**src/rtl/opnorm_pkg.sv**
```systemverilog
package opnorm_pkg;

    typedef enum logic [1:0] {
        MODE_IMM    = 2'b00,
        MODE_DIR    = 2'b01,
        MODE_IND    = 2'b10,
        MODE_PREDEC = 2'b11
    } addr_mode_e;

    typedef enum logic [2:0] {
        ST_IDLE,
        ST_A_RESOLVE,
        ST_A_FETCH,
        ST_B_RESOLVE,
        ST_B_FETCH,
        ST_DONE
    } norm_state_e;

    // Modes with bit 1 set need a memory fetch.
    function automatic logic needs_fetch(input addr_mode_e m);
        return m[1];
    endfunction

endpackage

```
**src/rtl/ring_add.sv**
```systemverilog
// Modular adder for operands already below SIZE.
module ring_add #(
    parameter int SIZE = 8000,
    parameter int AW   = $clog2(SIZE)
) (
    input  logic [AW-1:0] a,
    input  logic [AW-1:0] b,
    output logic [AW-1:0] y
);
    localparam logic [AW:0] SIZE_W = (AW+1)'(SIZE);

    logic [AW:0] sum;

    always_comb begin
        sum = {1'b0, a} + {1'b0, b};
        y   = AW'((sum >= SIZE_W) ? (sum - SIZE_W) : sum);
    end
endmodule

```
**src/rtl/ring_dec.sv**
```systemverilog
// Modular decrement: 0 wraps to SIZE-1.
module ring_dec #(
    parameter int SIZE = 8000,
    parameter int AW   = $clog2(SIZE)
) (
    input  logic [AW-1:0] x,
    output logic [AW-1:0] y
);
    localparam logic [AW-1:0] TOP = AW'(SIZE - 1);

    always_comb begin
        y = (x == '0) ? TOP : (x - 1'b1);
    end
endmodule

```
**src/rtl/operand_normaliser.sv**
```systemverilog
module operand_normaliser
    import opnorm_pkg::*;
#(
    parameter int CORE_SIZE = 8000,
    parameter int AW        = $clog2(CORE_SIZE)
) (
    input  logic          clk,
    input  logic          rst_n,
    input  logic          start,
    input  logic [AW-1:0] pc,
    input  logic [1:0]    mode_a,
    input  logic [AW-1:0] field_a,
    input  logic [1:0]    mode_b,
    input  logic [AW-1:0] field_b,
    output logic          mem_rd,
    output logic          mem_wr,
    output logic [AW-1:0] mem_addr,
    output logic [AW-1:0] mem_wdata,
    input  logic [AW-1:0] mem_rdata,
    output logic          busy,
    output logic          done,
    output logic [AW-1:0] res_a,
    output logic [AW-1:0] res_b
);

    norm_state_e   st_q, st_d;
    logic [AW-1:0] pc_q, fa_q, fb_q, ptr_q;
    addr_mode_e    ma_q, mb_q;
    logic [AW-1:0] res_a_q, res_b_q;

    // Operand currently in work, picked by state
    logic          on_b;
    addr_mode_e    cur_mode;
    logic [AW-1:0] cur_field;
    logic [AW-1:0] dir_addr, dec_val, fin_off, fin_addr;

    always_comb begin
        on_b      = (st_q == ST_B_RESOLVE) || (st_q == ST_B_FETCH);
        cur_mode  = on_b ? mb_q : ma_q;
        cur_field = on_b ? fb_q : fa_q;
        fin_off   = (cur_mode == MODE_PREDEC) ? dec_val : mem_rdata;
    end

    ring_add #(.SIZE(CORE_SIZE), .AW(AW)) u_dir_add (
        .a(pc_q), .b(cur_field), .y(dir_addr)
    );

    ring_dec #(.SIZE(CORE_SIZE), .AW(AW)) u_dec (
        .x(mem_rdata), .y(dec_val)
    );

    ring_add #(.SIZE(CORE_SIZE), .AW(AW)) u_fin_add (
        .a(pc_q), .b(fin_off), .y(fin_addr)
    );

    // State register
    always_ff @(posedge clk or negedge rst_n) begin
        if (!rst_n) st_q <= ST_IDLE;
        else        st_q <= st_d;
    end

    // Next state and outputs
    always_comb begin
        st_d      = st_q;
        mem_rd    = 1'b0;
        mem_wr    = 1'b0;
        mem_addr  = '0;
        mem_wdata = '0;
        busy      = 1'b0;
        done      = 1'b0;
        unique case (st_q)
            ST_IDLE: begin
                if (start) st_d = ST_A_RESOLVE;
            end
            ST_A_RESOLVE, ST_B_RESOLVE: begin
                busy = 1'b1;
                if (needs_fetch(cur_mode)) begin
                    mem_rd   = 1'b1;
                    mem_addr = dir_addr;
                    st_d     = on_b ? ST_B_FETCH : ST_A_FETCH;
                end else begin
                    st_d     = on_b ? ST_DONE : ST_B_RESOLVE;
                end
            end
            ST_A_FETCH, ST_B_FETCH: begin
                busy = 1'b1;
                if (cur_mode == MODE_PREDEC) begin
                    mem_wr    = 1'b1;
                    mem_addr  = ptr_q;
                    mem_wdata = dec_val;
                end
                st_d = on_b ? ST_DONE : ST_B_RESOLVE;
            end
            ST_DONE: begin
                done = 1'b1;
                st_d = ST_IDLE;
            end
            default: st_d = ST_IDLE;
        endcase
    end

    // Operand datapath
    always_ff @(posedge clk or negedge rst_n) begin
        if (!rst_n) begin
            pc_q    <= '0;
            fa_q    <= '0;
            fb_q    <= '0;
            ma_q    <= MODE_IMM;
            mb_q    <= MODE_IMM;
            ptr_q   <= '0;
            res_a_q <= '0;
            res_b_q <= '0;
        end else begin
            unique case (st_q)
                ST_IDLE: begin
                    if (start) begin
                        pc_q <= pc;
                        fa_q <= field_a;
                        fb_q <= field_b;
                        ma_q <= addr_mode_e'(mode_a);
                        mb_q <= addr_mode_e'(mode_b);
                    end
                end
                ST_A_RESOLVE, ST_B_RESOLVE: begin
                    ptr_q <= dir_addr;
                    if (cur_mode == MODE_IMM) begin
                        if (on_b) res_b_q <= cur_field;
                        else      res_a_q <= cur_field;
                    end else if (cur_mode == MODE_DIR) begin
                        if (on_b) res_b_q <= dir_addr;
                        else      res_a_q <= dir_addr;
                    end
                end
                ST_A_FETCH: res_a_q <= fin_addr;
                ST_B_FETCH: res_b_q <= fin_addr;
                ST_DONE: ;
                default: ;
            endcase
        end
    end

    assign res_a = res_a_q;
    assign res_b = res_b_q;

    // Assertions
    assert_port_exclusive_R11: assert property (@(posedge clk) disable iff (!rst_n)
        !(mem_rd && mem_wr));

    assert_addr_in_core_R11: assert property (@(posedge clk) disable iff (!rst_n)
        (mem_rd || mem_wr) |-> (mem_addr < AW'(CORE_SIZE)));

    assert_writeback_follows_read_R5: assert property (@(posedge clk) disable iff (!rst_n)
        mem_wr |-> ($past(mem_rd) && (mem_addr == $past(mem_addr))));

    assert_done_single_R8: assert property (@(posedge clk) disable iff (!rst_n)
        done |=> !done);

    assert_done_not_busy_R8: assert property (@(posedge clk) disable iff (!rst_n)
        !(busy && done));

    assert_quiet_when_idle_R2: assert property (@(posedge clk) disable iff (!rst_n)
        !busy |-> (!mem_rd && !mem_wr));

    assert_results_hold_R10: assert property (@(posedge clk) disable iff (!rst_n)
        (!busy && !done) |-> ($stable(res_a) && $stable(res_b)));

endmodule

```
**config.mk**
```make
export PLATFORM = sky130hd
export DESIGN_NAME = operand_normaliser
export DESIGN_NICKNAME = d
export VERILOG_FILES = /design/src/rtl/opnorm_pkg.sv /design/src/rtl/ring_add.sv /design/src/rtl/ring_dec.sv /design/src/rtl/operand_normaliser.sv
export SDC_FILE = /design/constraint.sdc
export NUM_CORES = 1
export LEC_CHECK = 0
export BUFFER_PORTS_ARGS = -buffer_cell sky130_fd_sc_hd__buf_2
export CAP_MARGIN = 10
export CORE_MARGIN = 2
export CORE_UTILIZATION = 48
export CTS_CLUSTER_SIZE = 24
export DETAILED_ROUTE_END_ITERATION = 8
export PLACE_DENSITY = 0.85
export SYNTH_ARGS = -nofsm -noshare
export SYNTH_HDL_FRONTEND = slang
export SYNTH_HIERARCHICAL = 1
export SYNTH_SLANG_ARGS = --single-unit
```
**constraint.sdc**
```tcl
create_clock -name clk -period 5.6 [get_ports clk]
set_clock_uncertainty 0.15 [all_clocks]
set_input_delay 1.12 -clock clk [delete_from_list [all_inputs] [get_ports clk]]
set_output_delay 1.12 -clock clk [all_outputs]
set_load 0.05 [all_outputs]
```
# Word level (Yosys, flattened, before mapping)
# Index checks and enable logic that the tools add are counted.
# W data, S select, Z words.
[word_totals] register_bits=85 latch_bits=0 ramBits=0 mem_bits_ro=0 out_inout_bits=56 elab_cells=73 memories=0
[classes] addsub=5 n_mul=0 div_mod_pow=0 magnitude_cmp=2 eq_ne=13 shift=0 mux=32 bitwise_logic=0 n_reduce_logical=12
[ops] op="$mux W13" n=17
[ops] op="$pmux W13 S2" n=3
[ops] op="$add A13 B13 Y14" n=2
[ops] op="$ge A14 B13 Y1 const B" n=2
[ops] op="$sub A13 B13 Y13 const B" n=2
[ops] op="$ne A3 B3 Y1 const B" n=5
[ops] op="$logic_not A13 Y1" n=1
[ops] op="$sub A13 B1 Y13 const B" n=1
[ops] op="$mux W3" n=4
[ops] op="$pmux W3 S3" n=1
[ops] op="$reduce_and A4 Y1" n=2
[ops] op="$eq A3 B2 Y1 const B" n=2
[ops] op="$eq A3 B3 Y1 const B" n=2
[ops] op="$mux W1" n=6
[ops] op="$reduce_bool A2 Y1" n=2
[ops] op="$reduce_or A2 Y1" n=2
[ops] op="$reduce_or A4 Y1" n=1
[ops] op="$eq A3 B1 Y1 const B" n=1
[ops] op="$logic_not A3 Y1" n=1
[ops] op="$eq A2 B1 Y1 const B" n=1
[ops] op="$eq A2 B2 Y1 const B" n=1
[ops] op="$logic_not A2 Y1" n=1
[ops] op="$mux W2" n=1
[ops] op="$ne A2 B2 Y1 const B" n=1
[ops] op="other kinds (2)" n=2

# Depth between registers and ports, before layout
# Gate-level depths: netlist of the first run.
[logic_depth] ltp_word=10 depth_mapped=24 ltp_nobuf=23

# Modules after synthesis
# Netlist of the first run, hierarchy kept.
[by_module_without_submodules] mod="operand_normaliser" instances=1 cells_each=393 area_each_um2=4406.7 seq_area_each_um2=2127.0
[by_module_without_submodules] mod="ring_add" instances=2 cells_each=136 area_each_um2=992.2 seq_area_each_um2=0.0
[by_module_without_submodules] mod="ring_dec" instances=1 cells_each=53 area_each_um2=354.1 seq_area_each_um2=0.0

# Worst setup path after synthesis of the first run
# Ideal clock, no wire load.
[synth_timing] kind="register to output" from="register st_q[2]" to="output mem_addr[7]" t_arrival_ns=4.671 path_slack_ns=-0.341 stages_incl_launch_ff=22 n_path_buf=2 path_cell_list="dfrtp_1 buf_4 nand2b_1 buf_2 a21oi_2 o22ai_1 a21oi_1 ha_1 inv_1 fa_1 nand2b_1 a21oi_1 o21ai_0 a21oi_2 ha_1 nand2_1 or3_1 o41ai_2 nand4_1 o41a_4 mux2i_1 a22o_1"
[synth_via] elab_chain_cells=8 elab_cells_between_ends=17 cone_classes="2 x add/sub; 1 x order compare; 5 x eq/ne; 6 x mux; 3 x reduce/logical"
[synth_rtl] element="from (decl)" line="operand_normaliser.sv:26" text="norm_state_e st_q, st_d;"
[synth_rtl] element="from (signal assigned)" line="operand_normaliser.sv:59" text="else st_q <= st_d;"
[synth_rtl] element="$eq A3 B2 Y1 or $eq A3 B3 Y1 (tied branches)" line="operand_normaliser.sv:38" text="on_b = (st_q == ST_B_RESOLVE) || (st_q == ST_B_FETCH);"
[synth_rtl] element="$logic_or A1 B1 Y1 (*)" line="operand_normaliser.sv:38"
[synth_rtl] element="$mux W13 (*)" line="operand_normaliser.sv:40" text="cur_field = on_b ? fb_q : fa_q;"
[synth_rtl] element="via cur_field[0]" line="operand_normaliser.sv:34" text="logic [AW-1:0] cur_field;"
[synth_rtl] element="$add A13 B13 Y14 (*)" line="ring_add.sv:15" text="sum = {1'b0, a} + {1'b0, b};"
[synth_rtl] element="$sub A13 B13 Y13 or $ge A14 B13 Y1 (tied branches)" line="ring_add.sv:16" text="y = AW'((sum >= SIZE_W) ? (sum - SIZE_W) : sum);"
[synth_rtl] element="$mux W13 (*)" line="ring_add.sv:16"
[synth_rtl] element="via dir_addr[7]" line="operand_normaliser.sv:35" text="logic [AW-1:0] dir_addr, dec_val, fin_off, fin_addr;"
[synth_rtl] element="$mux W13 (*)" line="operand_normaliser.sv:77" text="if (needs_fetch(cur_mode)) begin"
[synth_rtl] element="$pmux W13 S2 (*)" line="operand_normaliser.sv:71" text="unique case (st_q)"
[synth_rtl] element="to (decl)" line="operand_normaliser.sv:17" text="output logic [AW-1:0] mem_addr,"
# The timed path passes the listed nets; every way through them passes the cells marked *.

# Final worst setup path of the first run
# Same ends and word-level chain as after synthesis.

==> reports/results.ini, run 1 <==
[sta]
worstMarginPinSlew_ps=1120
rsz0062_at_grt=true
setup_slack_ps=-527
finalSetupViolCount=11
tns_ps=-2250
fin_crit_sh_pct=109
slew_headroom_pct=24.7
timing.hold.ws_ps=341
hold_violations=0
layout_min_cycle_time_ps=6130
clock.fmax_mhz=163
slew_violations=0

[floorplan]
fp.dieH_um=123
row_count=43
die_w_um=123
start_util_pct=48.8
coreArea_mm2=0.0138
ios=115
dieArea_mm2=0.0150

[synthesis]
ys_async_sr_fraction_pct=100
synth_enable_flop_cells=0
synth_cell_types=69
syn-num-nets=811
syn_avg_cell_area_um2=9.39
synth_cells=718
ys.flop_type=dfrtp_1
synth_seq_area_share_pct=31.5
synth.ff_latch_count=85
synth_area_mm2=0.00675
yosysWarnings=6

[placed_design]
hpwl_um=15400
dpl.cell_count=1073
portBuffers=114
place.gp.congestion=0.942
pre_cts_slack_ps=-372

[job]
maxCapViolCount=0

[route]
routedWlPerCell_um=20.9
first_iter_violations=650
ant_nets=0
vias_per_cell=6.35
wirelength_um=23500
drc=0
vias=7138
dr.pass1.iters=6

[global_route]
antenna_found_initial=1
grtUsageTotal_pct=29.2
grt_max_degree=86
grt_pass1_vias=6646
gr-total-overflow=0
grt_pass1_wl_um=34100

[clocking]
htree_levels=3
cts.clk_slew.worst_paths_ps=60
cts_buffer_depth=2
clock_sinks=85
cts_root_buf=clkbuf_16
cts_buffers=9
postCtsHoldBufs=0
cts_tree=built
clk_latency_ps=340

[worst_setup_path]
endpoint_kind=primary output
path_class=reg -> out
crit_arrival_ps=4860
required_ps=4330
cp-start-kind=flip-flop
crit_path_max_fanout=6

[layout]
final_cells=1124
regArea_mm2=0.00213
final_common_cell=buf_4
fillers=971
drive_gt1_share_pct=46.4
final_nets=1032
final_cell_mix=buf_4, buf_2, dfrtp_1
area_growth_pct=35.6
multi_input_area_mm2=0.00478

[min_path]
min_path_type=reg -> reg

[status]
outcome=finished, violations left
violations=negative setup slack

metal layers:
metal	GRT usage (%)	part of all wire, %	vias to the layer above
li1	-	-	3137
met1	37.3	39	3380
met2	45.8	45	484
met3	5.48	8.6	137
met4	17.7	6.7	0
met5	0	0	-
area by class of cell:
class / instances / share of cell area [%]
timing repair buffer: 249 / 18.1
tap: 180 / 2.46
multi-input combinational: 572 / 52.3
inverter: 22 / 0.985
clock inverter: 4 / 0.287
antenna: 1 / 0.0274
sequential: 85 / 23.3
clock buffer: 11 / 2.55
worst max-delay path: stages, from the launching register on:
cell and delay (ps):
dfrtp_1 440, buf_6 160, or3_1 340, o21ai_0 130
a21oi_2 130, ha_1 320, o21ai_2 240, a21oi_4 50
buf_6 110, o31a_1 270, a21oi_2 190, ha_2 210
nand2_1 70, or3_1 320, o41ai_2 260, nand4_1 250
o41a_4 460, mux2i_2 180, a22o_4 220, buf_6 150
cells by family after synthesis:
| logic type | count (synthesis) | synth area share [%] |
|---|---|---|
| muxes | 74 | 12.9 |
| and+or+nand+nor | 223 | 17.5 |
| buffers and inverters | 61 | 4.12 |
| AOI/OAI and AO/OA | 221 | 24.6 |
| adders and majority gates | 34 | 6.53 |
| xor gates and xnor gates | 20 | 2.82 |
| DFF | 85 | 31.5 |
synth_stat cells, drive strengths merged, types with 6 or more instances:
cell type	number	area [um2]
nor2	37	146
nand3	9	55.1
nor3	6	30.0
o21ai	35	183
buf	18	116
or3	21	131
clkbuf	21	78.8
nand2	73	284
a21oi	44	231
xnor2	14	123
a22o	26	228
o21a	8	60.1
dfrtp	85	2130
nand4	8	50.1
o31a	6	52.6
nor3b	7	52.6
inv	22	82.6
a21o	30	228
ha	32	400
o22ai	16	100
mux2	69	815
o211ai	8	60.1
nor4	8	71.3
a221o	15	150
xor2	6	67.6
nor2b	18	113
nand2b	10	62.6
and2	13	81.3
per-stage QoR:
step	instance area, um2	utilization [%]
after floorplan	6830	-
after global placement	8180	59.2
after detailed placement	8180	59.2
after CTS	8780	63.5
after global routing	9140	66.1
final	9140	66.1
final timing paths:
check	startpoint	to	slack, ps	depth (start not counted)
worst max-delay path	st_q[2]$_DFFE_PN0P_	mem_addr[7]	-530	19
worst min-delay path	ptr_q[10]$_DFFE_PN0P_	ptr_q[10]$_DFFE_PN0P_	340	2
worst max register to register	st_q[2]$_DFFE_PN0P_	res_b[7]$_DFFE_PN0P_	-110	22
worst min register to register	ptr_q[10]$_DFFE_PN0P_	ptr_q[10]$_DFFE_PN0P_	340	2
max in group asynchronous	rst_n	st_q[0]$_DFFE_PN0P_	3740	1
min in group asynchronous	rst_n	mb_q[1]$_DFFE_PN0P_	840	1
sequential cells by signal, indices dropped and copies added, names as in the netlist, 3 cells and up:
signal,cells
st_q,3
fa_q,13
ptr_q,13
fb_q,13
res_b,13
res_a,13
pc_q,13
repair_timing:
action / 4_1_cts / 5_1_grt
endpoints found under the setup margin: 11 / 15
endpoints found under the hold margin: 0 / 0
pin swaps: 11 / 31
setup buffers: 22 / 19
resized for setup: 46 / 60
Power of run 1 is not shown: default switching activity piles up to over one toggle a cycle in this logic, so the estimate is an artifact.
==> run 2: changes to the inputs <==
--- a/config.mk
+++ b/config.mk
@@ -5,13 +5,15 @@
 export SDC_FILE = /design/constraint.sdc
 export NUM_CORES = 1
 export LEC_CHECK = 0
-export BUFFER_PORTS_ARGS = -buffer_cell sky130_fd_sc_hd__buf_2
+export BUFFER_PORTS_ARGS = -buffer_cell sky130_fd_sc_hd__buf_4
 export CAP_MARGIN = 10
+export CELL_PAD_IN_SITES_DETAIL_PLACEMENT = 1
+export CELL_PAD_IN_SITES_GLOBAL_PLACEMENT = 1
 export CORE_MARGIN = 2
-export CORE_UTILIZATION = 48
+export CORE_UTILIZATION = 40
 export CTS_CLUSTER_SIZE = 24
 export DETAILED_ROUTE_END_ITERATION = 8
-export PLACE_DENSITY = 0.85
+export PLACE_DENSITY = 0.9
 export SYNTH_ARGS = -nofsm -noshare
 export SYNTH_HDL_FRONTEND = slang
 export SYNTH_HIERARCHICAL = 1
==> reports/results.ini, run 2 (synthesis gave the netlist of run 1 again) <==
[status]
outcome=finished, violations left  ; unchanged
violations=negative setup slack  ; unchanged

[sta]
layout_min_cycle_time_ps=6390  ; was 6130 ps
slew_headroom_pct=23.9  ; was 24.7%
slew_violations=0  ; unchanged
finalSetupViolCount=15  ; was 11
clock.fmax_mhz=156  ; was 163 MHz
setup_slack_ps=-794  ; was -527 ps
hold_violations=0  ; unchanged
timing.hold.ws_ps=383  ; was 341 ps
tns_ps=-5730  ; was -2250 ps
rsz0062_at_grt=true  ; unchanged
fin_crit_sh_pct=114  ; was 109%
worstMarginPinSlew_ps=1140  ; was 1120 ps

[global_route]
grt_pass1_wl_um=49500  ; was 34100 um
gr-total-overflow=0  ; unchanged
grtUsageTotal_pct=36.2  ; was 29.2%
grt_pass1_vias=8112  ; was 6646
grt_max_degree=46  ; was 86
antenna_found_initial=0  ; was 1

[placed_design]
place.gp.congestion=0.924  ; was 0.942
dpl.cell_count=1119  ; was 1073
pre_cts_slack_ps=-500  ; was -372 ps
hpwl_um=19800  ; was 15400 um
portBuffers=114  ; unchanged

[route]
vias_per_cell=6.80  ; was 6.35
drc=0  ; unchanged
dr.pass1.iters=9  ; was 6
first_iter_violations=1024  ; was 650
ant_nets=0  ; unchanged
vias=8043  ; was 7138
wirelength_um=35600  ; was 23500 um
routedWlPerCell_um=30.1  ; was 20.9 um

[worst_setup_path]
critPathTopFamily=compound AO/OA/AOI/OAI gates  ; unchanged
max_stage_delay_ps=440  ; was 460 ps
endpoint_kind=primary output  ; unchanged
r2r_start=st_q[1]$_DFFE_PN0P_  ; was st_q[2]$_DFFE_PN0P_
cp_cell_sequence=nand2b_4 -> a21oi_4 -> buf_6 -> o22ai_2 -> a21oi_2 -> ha_4 -> o21ai_1 -> o21a_1 -> o21ai_2 -> xnor2_1 -> ha_2 -> nand2_2 -> or3_4 -> o41ai_4 -> nand4_1 -> buf_4 -> buf_4 -> buf_6 -> nand3_2 -> nand4_1 -> a22o_1 -> buf_6  ; was buf_6 -> or3_1 -> o21ai_0 -> a21oi_2 -> ha_1 -> o21ai_2 -> a21oi_4 -> buf_6 -> o31a_1 -> a21oi_2 -> ha_2 -> nand2_1 -> or3_1 -> o41ai_2 -> nand4_1 -> o41a_4 -> mux2i_2 -> a22o_4 -> buf_6
reg2reg_slack_ps=-320  ; was -110 ps
cp-start-kind=flip-flop  ; unchanged
crit_top_cell=buf_6  ; unchanged
crit_path_max_fanout=10  ; was 6
cp_num_buf_inv=5  ; was 3
cpMaxStageDelayCell=dfrtp_2  ; was o41a_4
cp-startpoint=st_q[2]$_DFFE_PN0P_  ; unchanged
required_ps=4330  ; about the same
path_class=reg -> out  ; unchanged
crit_arrival_ps=5120  ; was 4860 ps

[floorplan]
ios=115  ; unchanged
dieArea_mm2=0.0179  ; was 0.0150 mm2
fp.dieH_um=134  ; was 123 um
die_w_um=134  ; was 123 um
row_count=47  ; was 43
start_util_pct=40.8  ; was 48.8%
coreArea_mm2=0.0165  ; was 0.0138 mm2

[layout]
drive_gt1_share_pct=50.1  ; was 46.4%
final_nets=1051  ; was 1032
final_cell_mix=buf_4, dfrtp_1, nand2_1  ; was buf_4, buf_2, dfrtp_1
final_common_cell=buf_4  ; unchanged
final_cells=1182  ; was 1124
area_growth_pct=46.7  ; was 35.6%
n_antenna_cell=0  ; was 1

[job]
maxCapViolCount=0  ; unchanged

[clocking]
cts_root_buf=clkbuf_16  ; unchanged
htree_levels=3  ; unchanged
cts.clk_slew.worst_paths_ps=60  ; about the same
cts_buffer_depth=2  ; unchanged
postCtsHoldBufs=0  ; unchanged
clk_latency_ps=370  ; was 340 ps
clock_sinks=85  ; unchanged
cts_tree=built  ; unchanged
cts_buffers=9  ; unchanged

[min_path]
min_path_type=reg -> reg  ; unchanged
min_from=ptr_q[10]$_DFFE_PN0P_  ; unchanged

-- run 2: cell count changes in the layout (fill, tap and decap cells not counted), moves of 3 or more --
cell | previous run | this run
o21ai_0 | 23 | 17
a21oi_1 | 26 | 23
nand2_1 | 70 | 67
a21oi_4 | 3 | 7
buf_2 | 104 | 0
ha_1 | 22 | 18
buf_4 | 133 | 250
o22ai_1 | 12 | 7
o22ai_4 | 1 | 4
buf_6 | 9 | 14
ha_4 | 5 | 10
o21ai_2 | 8 | 14
-- run 2: metrics by stage --
step           util [%]  area, um2
3_5_place_dp       51.8       8560
3_3_place_gp       51.8       8560
2_1_floorplan         -       6830
4_1_cts            57.1       9430
6_report           59.9       9900
5_1_grt            59.9       9900
-- run 2: final cells by class --
class / instances / area (um2)
flip-flops and latches: 85 / 2130
well taps: 220 / 275
clock inverters: 4 / 25.0
multi-input cells: 572 / 5030
repair buffers: 268 / 2100
clock buffers: 11 / 243
fillers: 1804 / 6630
inverters: 22 / 87.6
-- run 2: worst min-delay path, stage by stage (launching register included) --
cell	delay [ps]
dfrtp_1	360
nand2_1	70
nand2_1	70
-- run 2: final timing paths --
kind	end	cells past startpoint
max	mem_addr[9]	22
min	ptr_q[10]$_DFFE_PN0P_	2
max reg2reg	res_b[11]$_DFFE_PN0P_	23
min reg2reg	ptr_q[10]$_DFFE_PN0P_	2
max in group asynchronous	st_q[0]$_DFFE_PN0P_	2
min in group asynchronous	res_a[1]$_DFFE_PN0P_	1
-- run 2: metal layers --
layer	up-vias	global-route usage [%]	share of wire (%)
met5	-	0	0
met4	0	23.3	8.5
met3	241	6.24	9.0
met2	659	61.1	46
met1	3985	42.7	36
li1	3158	-	-
-- run 2: timing repair --
| item | CTS | global route |
|---|---|---|
| pin swaps | 22 | 25 |
| endpoints found under the setup margin | 13 | 20 |
| resized for setup | 76 | 73 |
| buffers inserted | 37 | 20 |
Power of run 2 is left out for the same reason.
==> run 3: changes to the inputs <==
--- a/config.mk
+++ b/config.mk
@@ -5,15 +5,16 @@
 export SDC_FILE = /design/constraint.sdc
 export NUM_CORES = 1
 export LEC_CHECK = 0
+export ABC_AREA = 1
 export BUFFER_PORTS_ARGS = -buffer_cell sky130_fd_sc_hd__buf_4
 export CAP_MARGIN = 10
 export CELL_PAD_IN_SITES_DETAIL_PLACEMENT = 1
 export CELL_PAD_IN_SITES_GLOBAL_PLACEMENT = 1
 export CORE_MARGIN = 2
-export CORE_UTILIZATION = 40
+export CORE_UTILIZATION = 37
 export CTS_CLUSTER_SIZE = 24
 export DETAILED_ROUTE_END_ITERATION = 8
-export PLACE_DENSITY = 0.9
+export PLACE_DENSITY = 0.89
 export SYNTH_ARGS = -nofsm -noshare
 export SYNTH_HDL_FRONTEND = slang
 export SYNTH_HIERARCHICAL = 1
==> reports/results.ini, run 3 <==
[worst_setup_path]
rr_worst_depth=36  ; was 23
r2r-end=res_b[7]$_DFFE_PN0P_  ; was res_b[11]$_DFFE_PN0P_
path_class=reg -> out  ; unchanged
crit_path_max_fanout=7  ; was 10
cp_num_buf_inv=5  ; unchanged
endpoint_kind=primary output  ; unchanged
r2r_start=st_q[0]$_DFFE_PN0P_  ; was st_q[1]$_DFFE_PN0P_
reg2reg_slack_ps=260  ; was -320 ps
cpMaxStageDelayCell=dfrtp_2  ; unchanged
crit_top_cell=nand2_1  ; was buf_6
crit_arrival_ps=4280  ; was 5120 ps
required_ps=4330  ; about the same
critPathTopFamily=simple AND/OR/NAND/NOR gates  ; was compound AO/OA/AOI/OAI gates
cp-start-kind=flip-flop  ; unchanged
max_stage_delay_ps=510  ; was 440 ps

[layout]
final_cells=1483  ; was 1182
drive_gt1_share_pct=27.7  ; was 50.1%
n_antenna_cell=0  ; unchanged
area_growth_pct=25.8  ; was 46.7%
final_common_cell=nand2_1  ; was buf_4
final_cell_mix=nand2_1, buf_4, nand3_1  ; was buf_4, dfrtp_1, nand2_1
final_nets=1306  ; was 1051
fillers=2543  ; was 1804

[placed_design]
portBuffers=114  ; unchanged
pre_cts_slack_ps=222  ; was -500 ps
dpl.cell_count=1439  ; was 1119
place.gp.congestion=0.895  ; was 0.924
hpwl_um=20200  ; was 19800 um

[floorplan]
coreArea_mm2=0.0194  ; was 0.0165 mm2
row_count=51  ; was 47
dieArea_mm2=0.0208  ; was 0.0179 mm2
fp.dieH_um=144  ; was 134 um
start_util_pct=37.5  ; was 40.8%
die_w_um=144  ; was 134 um
ios=115  ; unchanged

[synthesis]
synth_common_cells=nand2_1, nand3_1, inv_1  ; was dfrtp_1, nand2_1, mux2_2
synth_enable_flop_cells=0  ; unchanged
syn_avg_cell_area_um2=6.71  ; was 9.39 um2
synth_top_area_cell=dfrtp_1  ; unchanged
ys_async_sr_fraction_pct=100  ; unchanged
yosysMostFrequentCell=nand2_1  ; was dfrtp_1
synthAdderAreaFrac_pct=6.05  ; was 6.53%
synth-compound-area-share_pct=4.90  ; was 24.6%
synth-xor-area-share_pct=0.722  ; was 2.82%
synth.ff_latch_count=85  ; unchanged
synth_area_mm2=0.00728  ; was 0.00675 mm2
ys.flop_type=dfrtp_1  ; unchanged
netlist.area_leader.share_pct=29.2  ; was 31.5%
synthMuxAreaShare_pct=6.19  ; was 12.9%
yosys-top-cells-area=dfrtp_1, nand2_1, nand3_1, inv_1, mux2_2  ; was dfrtp_1, mux2_2, ha_1, nand2_1, a22o_1
syn-num-nets=1178  ; was 811
synth_seq_area_share_pct=29.2  ; was 31.5%
synth_cells=1085  ; was 718
synthSimpleGateAreaFrac_pct=43.1  ; was 17.5%
synth_top_family_by_area=simple AND/OR/NAND/NOR gates  ; was compound AO/OA/AOI/OAI gates
yosysWarnings=6  ; unchanged
synth_cell_types=32  ; was 69

[route]
first_iter_violations=681  ; was 1024
vias_per_cell=5.52  ; was 6.80
ant_nets=0  ; unchanged
routedWlPerCell_um=19.9  ; was 30.1 um
wirelength_um=29600  ; was 35600 um
dr.pass1.iters=6  ; was 9
vias=8179  ; was 8043
drc=0  ; unchanged

[global_route]
antenna_found_initial=0  ; unchanged
grtUsageTotal_pct=25.8  ; was 36.2%
grt_pass1_wl_um=41500  ; was 49500 um
gr-total-overflow=0  ; unchanged
grt_pass1_vias=8090  ; was 8112
grt_max_degree=70  ; was 46

[sta]
setup_slack_ps=54.2  ; was -794 ps
slew_violations=0  ; unchanged
worstMarginPinSlew_ps=955  ; was 1140 ps
hold_violations=0  ; unchanged
layout_min_cycle_time_ps=5550  ; was 6390 ps
fin_crit_sh_pct=99.0  ; was 114%
slew_headroom_pct=36.1  ; was 23.9%
finalSetupViolCount=0  ; was 15
timing.hold.ws_ps=330  ; was 383 ps
clock.fmax_mhz=180  ; was 156 MHz

[clocking]
cts.clk_slew.worst_paths_ps=60  ; about the same
cts_buffer_depth=2  ; unchanged
cts_buffers=9  ; unchanged
clk_latency_ps=370  ; about the same
cts_tree=built  ; unchanged
cts_root_buf=clkbuf_16  ; unchanged
postCtsHoldBufs=0  ; unchanged
htree_levels=3  ; unchanged
clock_sinks=85  ; unchanged

[job]
maxCapViolCount=0  ; unchanged

[min_path]
min_from=res_b[7]$_DFFE_PN0P_  ; was ptr_q[10]$_DFFE_PN0P_
hold_depth=2  ; unchanged
min_path_type=reg -> reg  ; unchanged
holdPathEnd=res_b[7]$_DFFE_PN0P_  ; was ptr_q[10]$_DFFE_PN0P_

[status]
outcome=complete, no violations  ; was finished, violations left

## run 3: cell types whose count changed after synthesis, moves of 19 or more
cell	previous run	this run
nand3_1	7	152
nand2_1	71	375
or3_1	21	0
a21oi_1	41	12
a21o_1	28	0
nand2_2	1	28
a22o_1	26	0
inv_1	22	136
mux2_2	59	40
## run 3: tightest hold or removal path, stage by stage (launching register included)
cell	delay, ps
dfrtp_1	340
nand2_1	50
nand2_1	50
## run 3: worst max path at each step
stage                        start            to  slack (ps)  depth (start not counted)
6_report       st_q[0]$_DFFE_PN0P_   mem_addr[9]          50                         27
5_1_grt        st_q[0]$_DFFE_PN0P_   mem_addr[9]        -160                         27
4_1_cts        st_q[1]$_DFFE_PN0P_  mem_addr[11]          50                         29
3_5_place_dp   st_q[0]$_DFFE_PN0P_  mem_addr[10]         220                         30
3_3_place_gp   st_q[0]$_DFFE_PN0P_   mem_addr[7]         470                         30
2_1_floorplan  st_q[0]$_DFFE_PN0P_   mem_addr[8]         420                         31
## run 3: logic make-up (layout without fill, tap and decap cells)
| group | count (synthesis) | count (layout) |
|---|---|---|
| AO/OA/AOI/OAI | 62 | 62 |
| XOR/XNOR | 6 | 6 |
| adder cells (fa/ha/maj) | 34 | 34 |
| buffers and inverters | 179 | 312 |
| flip-flops | 85 | 85 |
| multiplexers | 40 | 40 |
| AND/OR/NAND/NOR | 679 | 679 |
## run 3: area by class of cell
class                           instances  area [um2]  area share, %
Timing Repair Buffer                  151        1150           12.6
Tap cell                              265         332           3.62
Multi-Input combinational cell        821        4660           50.9
Inverter                              145         547           5.97
Clock inverter                          7         103           1.12
Clock buffer                            9         225           2.46
Sequential cell                        85        2130           23.3
## run 3: routing by layer
metal	track usage [%]	share of wire (%)	vias up
li1	-	-	3726
met1	31.3	40	3973
met2	44.7	49	356
met3	3.54	5.6	124
met4	12.9	6.2	0
met5	0	0	-
## run 3: what timing repair did
item / 4_1_cts / 5_1_grt
setup buffers: 11 / 17
gates resized for setup: 5 / 58
setup endpoints to repair: 6 / 6
pin swaps: 1 / 24
## run 3: stage by stage
stage	setup TNS (ps)	area, um2	util [%]
after floorplan	0	7280	-
after global placement	0	8360	43.1
after detailed placement	0	8360	43.1
after CTS	0	8800	45.4
after global routing	-713	9160	47.2
final	0	9160	47.2
Power of run 3 is left out for the same reason.
